[src/rtl/acc_pkg.sv]
package acc_pkg;

    typedef enum logic [1:0] {
        S_FETCH = 2'd0,
        S_EXEC  = 2'd1,
        S_YIELD = 2'd2,
        S_HALT  = 2'd3
    } core_state_t;

    localparam logic [7:0] OP_BAD   = 8'd0;
    localparam logic [7:0] OP_JMP   = 8'd1;
    localparam logic [7:0] OP_JNZ   = 8'd2;
    localparam logic [7:0] OP_PUSH  = 8'd3;
    localparam logic [7:0] OP_POP   = 8'd4;
    localparam logic [7:0] OP_LOAD  = 8'd5;
    localparam logic [7:0] OP_MOV   = 8'd6;
    localparam logic [7:0] OP_ADD   = 8'd7;
    localparam logic [7:0] OP_SUB   = 8'd8;
    localparam logic [7:0] OP_MUL   = 8'd9;
    localparam logic [7:0] OP_DIV   = 8'd10;
    localparam logic [7:0] OP_MOD   = 8'd11;
    localparam logic [7:0] OP_SHL   = 8'd12;
    localparam logic [7:0] OP_SHR   = 8'd13;
    localparam logic [7:0] OP_AND   = 8'd14;
    localparam logic [7:0] OP_OR    = 8'd15;
    localparam logic [7:0] OP_XOR   = 8'd16;
    localparam logic [7:0] OP_LT    = 8'd17;
    localparam logic [7:0] OP_GT    = 8'd18;
    localparam logic [7:0] OP_EQ    = 8'd19;
    localparam logic [7:0] OP_INV   = 8'd20;
    localparam logic [7:0] OP_LABEL = 8'd21;
    localparam logic [7:0] OP_RAND  = 8'd22;
    localparam logic [7:0] OP_YIELD = 8'd23;

    localparam logic [7:0] TY_IMM = 8'd0;
    localparam logic [7:0] TY_REG = 8'd1;

    localparam int INSN_BYTES = 4;
    localparam int INSN_W     = 32;
    localparam int VALUE_W    = 16;

endpackage

[src/rtl/acc_alu.sv]
module acc_alu #(
    parameter int             DW   = 16,
    parameter logic [DW-1:0]  SEED = 'hACE1
) (
    input  logic          clk,
    input  logic          rst_n,
    input  logic [7:0]    op,
    input  logic [DW-1:0] a,
    input  logic [DW-1:0] b,
    input  logic          rand_step,
    output logic [DW-1:0] res
);
    import acc_pkg::*;

    localparam int SHW = $clog2(DW);

    logic [DW-1:0]  lfsr;
    logic [SHW-1:0] sh;

    assign sh = b[SHW-1:0];

    // Pseudo-random source: right shift, feedback enters at the top bit
    always_ff @(posedge clk or negedge rst_n) begin
        if (!rst_n) begin
            lfsr <= SEED;
        end else if (rand_step) begin
            lfsr <= {lfsr[0] ^ lfsr[2] ^ lfsr[3] ^ lfsr[5], lfsr[DW-1:1]};
        end
    end

    always_comb begin
        res = a;
        case (op)
            OP_ADD:  res = a + b;
            OP_SUB:  res = a - b;
            OP_MUL:  res = a * b;
            OP_DIV:  res = (b == '0) ? '1 : a / b;
            OP_MOD:  res = (b == '0) ? a : a % b;
            OP_SHL:  res = a << sh;
            OP_SHR:  res = a >> sh;
            OP_AND:  res = a & b;
            OP_OR:   res = a | b;
            OP_XOR:  res = a ^ b;
            OP_LT:   res = DW'($signed(a) < $signed(b));
            OP_GT:   res = DW'($signed(a) > $signed(b));
            OP_EQ:   res = DW'(a == b);
            OP_INV:  res = ~b;
            OP_RAND: res = lfsr;
            default: res = a;
        endcase
    end

endmodule

[src/rtl/acc_stack.sv]
module acc_stack #(
    parameter int DW    = 16,
    parameter int DEPTH = 16
) (
    input  logic          clk,
    input  logic          rst_n,
    input  logic          push,
    input  logic          pop,
    input  logic [DW-1:0] wdata,
    output logic [DW-1:0] top,
    output logic          full,
    output logic          empty
);
    localparam int SPW = $clog2(DEPTH + 1);
    localparam int IW  = $clog2(DEPTH);

    logic [DW-1:0]  store [DEPTH];
    logic [SPW-1:0] sp;
    logic [SPW-1:0] sp_dec;

    assign sp_dec = sp - 1'b1;
    assign full   = (sp == SPW'(DEPTH));
    assign empty  = (sp == '0);
    assign top    = store[IW'(sp_dec)];

    always_ff @(posedge clk or negedge rst_n) begin
        if (!rst_n) begin
            sp <= '0;
        end else if (push && !full) begin
            sp <= sp + 1'b1;
        end else if (pop && !empty) begin
            sp <= sp_dec;
        end
    end

    always_ff @(posedge clk) begin
        if (push && !full) begin
            store[IW'(sp)] <= wdata;
        end
    end

endmodule

[src/rtl/acc_regfile.sv]
module acc_regfile #(
    parameter int DW   = 16,
    parameter int NREG = 16,
    localparam int AW  = $clog2(NREG)
) (
    input  logic          clk,
    input  logic          rst_n,
    input  logic          we,
    input  logic [AW-1:0] waddr,
    input  logic [DW-1:0] wdata,
    input  logic [AW-1:0] raddr,
    output logic [DW-1:0] rdata
);
    logic [DW-1:0] regs [NREG];

    assign rdata = regs[raddr];

    always_ff @(posedge clk or negedge rst_n) begin
        if (!rst_n) begin
            for (int i = 0; i < NREG; i++) begin
                regs[i] <= '0;
            end
        end else if (we) begin
            regs[waddr] <= wdata;
        end
    end

endmodule

[src/rtl/acc_core.sv]
module acc_core #(
    parameter int DW          = 16,
    parameter int PC_W        = 16,
    parameter int STACK_DEPTH = 16,
    parameter int NREG        = 16
) (
    input  logic            clk,
    input  logic            rst_n,
    output logic [PC_W-1:0] imem_addr,
    input  logic [31:0]     imem_rdata,
    input  logic            resume,
    output logic            yielded,
    output logic            err_flag,
    output logic [DW-1:0]   acc_out
);
    import acc_pkg::*;

    localparam int RAW = $clog2(NREG);

    core_state_t state, state_nxt;

    logic [PC_W-1:0] pc, pc_nxt, tgt;
    logic [DW-1:0]   acc, acc_nxt;

    logic [7:0]         ins_op, ins_ty;
    logic [VALUE_W-1:0] ins_val;
    logic [DW-1:0]      imm, opnd;
    logic               uses_opnd, type_bad, tgt_bad;

    logic            rf_we;
    logic [DW-1:0]   rf_wdata, rf_rdata;
    logic            st_push, st_pop, st_full, st_empty;
    logic [DW-1:0]   st_top;
    logic            rand_step;
    logic [DW-1:0]   alu_res;
    logic            fault, yield_go;

    // Field split
    assign ins_op  = imem_rdata[31:24];
    assign ins_ty  = imem_rdata[23:16];
    assign ins_val = imem_rdata[15:0];

    assign imm  = DW'($signed(ins_val));
    assign tgt  = PC_W'($signed(ins_val));
    assign opnd = (ins_ty == TY_REG) ? rf_rdata : imm;

    assign tgt_bad   = |tgt[1:0];
    assign uses_opnd = ((ins_op >= OP_PUSH) && (ins_op <= OP_INV)) || (ins_op == OP_RAND);
    assign type_bad  = uses_opnd && (ins_ty > TY_REG);

    acc_regfile #(.DW(DW), .NREG(NREG)) u_rf (
        .clk   (clk),
        .rst_n (rst_n),
        .we    (rf_we),
        .waddr (ins_val[RAW-1:0]),
        .wdata (rf_wdata),
        .raddr (ins_val[RAW-1:0]),
        .rdata (rf_rdata)
    );

    acc_stack #(.DW(DW), .DEPTH(STACK_DEPTH)) u_stack (
        .clk   (clk),
        .rst_n (rst_n),
        .push  (st_push),
        .pop   (st_pop),
        .wdata (opnd),
        .top   (st_top),
        .full  (st_full),
        .empty (st_empty)
    );

    acc_alu #(.DW(DW)) u_alu (
        .clk       (clk),
        .rst_n     (rst_n),
        .op        (ins_op),
        .a         (acc),
        .b         (opnd),
        .rand_step (rand_step),
        .res       (alu_res)
    );

    // Execute decode: side effects only in EXEC and only without a fault
    always_comb begin
        pc_nxt    = pc + PC_W'(INSN_BYTES);
        acc_nxt   = acc;
        rf_we     = 1'b0;
        rf_wdata  = acc;
        st_push   = 1'b0;
        st_pop    = 1'b0;
        rand_step = 1'b0;
        fault     = 1'b0;
        yield_go  = 1'b0;
        if (state == S_EXEC) begin
            if (type_bad) begin
                fault = 1'b1;
            end else begin
                case (ins_op)
                    OP_JMP: begin
                        if (tgt_bad) fault = 1'b1;
                        else         pc_nxt = tgt;
                    end
                    OP_JNZ: begin
                        if (acc != '0) begin
                            if (tgt_bad) fault = 1'b1;
                            else         pc_nxt = tgt;
                        end
                    end
                    OP_PUSH: begin
                        if (st_full) fault = 1'b1;
                        else         st_push = 1'b1;
                    end
                    OP_POP: begin
                        if (st_empty) begin
                            fault = 1'b1;
                        end else begin
                            st_pop   = 1'b1;
                            rf_we    = (ins_ty == TY_REG);
                            rf_wdata = st_top;
                        end
                    end
                    OP_LOAD:  acc_nxt = opnd;
                    OP_MOV:   rf_we   = (ins_ty == TY_REG);
                    OP_LABEL: ;
                    OP_RAND: begin
                        rand_step = 1'b1;
                        rf_wdata  = alu_res;
                        if (ins_ty == TY_REG) rf_we   = 1'b1;
                        else                  acc_nxt = alu_res;
                    end
                    OP_YIELD: yield_go = 1'b1;
                    default: begin
                        if ((ins_op >= OP_ADD) && (ins_op <= OP_INV)) acc_nxt = alu_res;
                        else                                           fault   = 1'b1;
                    end
                endcase
            end
        end
    end

    // Next state
    always_comb begin
        state_nxt = state;
        unique case (state)
            S_FETCH: state_nxt = S_EXEC;
            S_EXEC: begin
                if (fault)         state_nxt = S_HALT;
                else if (yield_go) state_nxt = S_YIELD;
                else               state_nxt = S_FETCH;
            end
            S_YIELD: if (resume) state_nxt = S_FETCH;
            S_HALT:  state_nxt = S_HALT;
        endcase
    end

    // State register
    always_ff @(posedge clk or negedge rst_n) begin
        if (!rst_n) state <= S_FETCH;
        else        state <= state_nxt;
    end

    // Architectural registers
    always_ff @(posedge clk or negedge rst_n) begin
        if (!rst_n) begin
            pc  <= '0;
            acc <= '0;
        end else if ((state == S_EXEC) && !fault) begin
            pc  <= pc_nxt;
            acc <= acc_nxt;
        end
    end

    // Outputs
    always_comb begin
        imem_addr = pc;
        acc_out   = acc;
        yielded   = (state == S_YIELD);
        err_flag  = (state == S_HALT);
    end

endmodule

[config.mk]
export PLATFORM = sky130hd
export DESIGN_NAME = acc_core
export DESIGN_NICKNAME = d
export VERILOG_FILES = /design/src/rtl/acc_pkg.sv /design/src/rtl/acc_alu.sv /design/src/rtl/acc_stack.sv /design/src/rtl/acc_regfile.sv /design/src/rtl/acc_core.sv
export SDC_FILE = /design/constraint.sdc
export NUM_CORES = 2
export LEC_CHECK = 0
export BUFFER_PORTS_ARGS = -buffer_cell sky130_fd_sc_hd__buf_2
export CELL_PAD_IN_SITES_DETAIL_PLACEMENT = 0
export CELL_PAD_IN_SITES_GLOBAL_PLACEMENT = 2
export CORE_MARGIN = 2
export CORE_UTILIZATION = 40
export DETAILED_ROUTE_END_ITERATION = 7
export GPL_TIMING_DRIVEN = 0
export MAX_ROUTING_LAYER = met4
export PLACE_DENSITY_LB_ADDON = 0.1
export RECOVER_POWER = 50
export SYNTH_ARGS = -nofsm -noshare
export SYNTH_HDL_FRONTEND = slang
export SYNTH_HIERARCHICAL = 1
export SYNTH_SLANG_ARGS = --single-unit
[constraint.sdc]
create_clock -name clk -period 34.1 [get_ports clk]
set_input_delay 0 -clock clk [delete_from_list [all_inputs] [get_ports clk]]
set_output_delay 0 -clock clk [all_outputs]
set_load 0.01 [all_outputs]
==> results.yml <==
setup_path:
  critPathLaunchType: "register"
  cp.required_ns: 34.61
  slowest_stage: "or4b_2"
  worstPathMaxFanout: 19
  critPathCaptureType: "register"
  crit_path_frequent_cell: "ha_1"
  criticalPathCategory: "register to register"
  crit_arrival_ns: 32.97
  critPathMaxStageDelay_ns: 0.68
layout:
  final_cell_mix: "mux2_2, dfrtp_1, nor2_1, edfxtp_1, nand2_1"
  drive_above_1_share: 0.222
  syn_to_final_growth_pct: 11.7
  final_cells: 5196
  fillers: 9406
  fin_nets: 4206
yosys:
  ys_ff_latch: 567
  synth.area.mux_share: 0.184
  seq_area_frac_synth: 0.383
  synth_top_family_by_area: "multiplexers"
  synth_edf_count: 256
  postSynth.asyncResetShare: 0.549
  yosys_warnings: 6
  synth_xor_area_frac: 0.0287
  postSynthCellCount: 3691
  syn-num-nets: 4053
  synth_cell_types: 101
  synth_adder_area_share: 0.117
  synth_compound_area_frac: 0.133
  syn_area_per_cell_sq_um: 10.9
  synth_area_sq_um: 40400
  yosys.area_share.simple: 0.112
  synth_ff_type: "dfrtp_1"
timing:
  min_period_ns: 32.46
  final_hold_viol_count: 0
  finalSetupViolCount: 0
  worst_pin_slew_ns: 6.11
  fin_skew_ns: 0.0291
  slew_violations: 314
  worst_slack_ns: 1.64
  max_freq_mhz: 30.8
  relSlewSlack: -3.07
  post-route-period-util: 0.952
floorplanning:
  start_util: 0.403
  die_width_um: 322
  die_h_um: 322
  core.rowCount: 116
  ios: 69
  dieArea_sq_um: 104000
  core_area_sq_um: 100000
global_route:
  grt_first_pass_wirelength_um: 224000
  grt_pass1_vias: 32000
  antenna_found_initial: 6
  track_usage: 0.305
  grt_max_degree: 121
  grt_overflow_total: 0
place:
  dp_worst_setup_slack_ns: -7.92
  io_buffer_count: 68
  place_inst: 5064
  gp_congestion: 0.995
  dp.final_hpwl_um: 115000
run_status:
  outcome: "complete, but fails checks"
  failed_checks: "max-capacitance violations, max-slew violations"
run:
  drv_cap: 4
pwr:
  leakage_nw: 19.2
  p_total_mw: 1.50
  power.density_nw_per_um2: 33.2
  vdd_drop_max_uv: 44.0
routing:
  ant_nets: 0
  remaining_drc_errors: 0
  vias_per_cell: 6.10
  routed_wl_um: 155000
  via_count: 31700
  post_drt_wl_per_cell_um: 29.8
  initialDrtViolationCount: 2722
  first_pass_iters: 6
cts:
  clkSlewWorstSetupHoldPaths_ns: 0.07
  cts_inserted_buffers: 57
  insertion_delay_ns: 0.64
  htree_levels: 2
  clock-sinks: 567
  ctsRootBufferMaster: "clkbuf_16"
  clockBufferDepth: 3
  cts_tree: "done"
min_path:
  hp-class: "input port to register"
-- cells by family after synthesis --
kind of cell	count (synthesis)
AO/OA/AOI/OAI	807
XOR/XNOR	130
adder cells (fa/ha/maj)	327
buffers and inverters	408
flip-flops	567
multiplexers	521
AND/OR/NAND/NOR	931
-- synth_stat cells (all sizes together), types with 17 or more instances --
master,count,area [sq um]
xor2,45,413
mux4,133,3000
buf,78,493
ha,244,3050
fa,83,1660
a22o,35,307
nand4,20,140
o21ai,155,780
a21oi,219,1100
o211ai,18,135
nor2b,44,275
mux2i,49,494
and2,23,144
o22ai,27,175
a21o,26,195
edfxtp,256,7690
o21a,43,323
nand2b,31,201
inv,189,709
dfrtp,303,7580
nor4,27,205
nand3,62,310
xnor2,85,744
a211oi,49,380
nor2,302,1150
mux2,339,3930
and3,20,125
a221oi,22,193
nor3,67,390
or2,17,106
clkbuf,139,522
a31oi,23,150
o31ai,20,150
or3,30,188
nand2,249,940
a22oi,42,315
-- report_power, final --
group	internal, mW	leakage [nW]	total [mW]	switching, mW
sequential	0.717	6.59	0.720	0.00295
clock	0.355	0.920	0.624	0.270
combinational	0.0470	11.7	0.154	0.106
total	1.12	19.2	1.50	0.379
-- final cells by class --
| type | instances | area (sq um) | area share |
|---|---|---|---|
| multi-input cells | 2716 | 23600 | 0.523 |
| flip-flops and latches | 567 | 15500 | 0.343 |
| well taps | 1298 | 1620 | 0.0360 |
| clock buffers | 76 | 1600 | 0.0355 |
| plain buffers | 206 | 1090 | 0.0242 |
| inverters | 191 | 726 | 0.0161 |
| repair buffers | 105 | 651 | 0.0144 |
| clock inverters | 31 | 302 | 0.00669 |
| diodes | 6 | 15.0 | 0.000333 |
-- layer usage --
layer,up-vias,GRT usage,wire length [um]
met5,-,-,0
met4,0,0.112,6210
met3,263,0.0272,7140
met2,1024,0.502,75300
met1,16400,0.395,66100
li1,14000,-,-
-- path summary, 6_finish.rpt --
path	startpoint	cells after the start	endpoint	slack (ns)
setup / recovery	u_rf/regs[138]	134	u_rf/regs[179]	1.64
hold / removal	imem_rdata[1]	4	imem_addr[2]	0.06
setup reg to reg	u_rf/regs[138]	134	u_rf/regs[179]	1.64
hold reg to reg	u_rf/regs[188]	1	u_rf/regs[188]	0.50
max in group asynchronous	rst_n	5	u_rf/regs[178]	20.56
min in group asynchronous	rst_n	3	imem_addr[1]	2.04
-- repair_timing --
item	in CTS	in global routing
hold buffers	19	0
setup endpoints to repair	272	272
pin swaps	3	9
gates resized for setup	95	97
hold endpoints to repair	151	0
buffers inserted	4	7
-- metrics by stage --
| step | setup TNS [ns] | instance area (sq um) | util | hold WS [ns] |
|---|---|---|---|---|
| after floorplan | 0 | 40400 | - | -0.296 |
| after global placement | -2275.32 | 42400 | 0.423 | 0.227 |
| after detailed placement | -2036.46 | 42500 | 0.424 | 0.0474 |
| after CTS | 0 | 44900 | 0.448 | 0.0269 |
| after global routing | -0.700 | 45100 | 0.450 | 0.0597 |
| final | 0 | 45100 | 0.450 | 0.0639 |
-- worst max-delay path: cells and delay by family, from the launching register on --
| family | cells | cell delay, ns |
|---|---|---|
| DFF | 1 | 0.37 |
| muxes | 5 | 1.91 |
| AOI/OAI and AO/OA | 67 | 14.42 |
| adders and majority gates | 15 | 4.78 |
| buffers and inverters | 17 | 3.76 |
| and+or+nand+nor | 30 | 6.96 |
-- flip-flops by register name, summed over array words and instances, names as in the netlist --
signal         cells
u_rf/regs        256
u_stack/store    256
acc_out           16
imem_addr         16
u_alu/lfsr        16
u_stack/sp         5
state              2
Power figures use the tool's default switching activity.
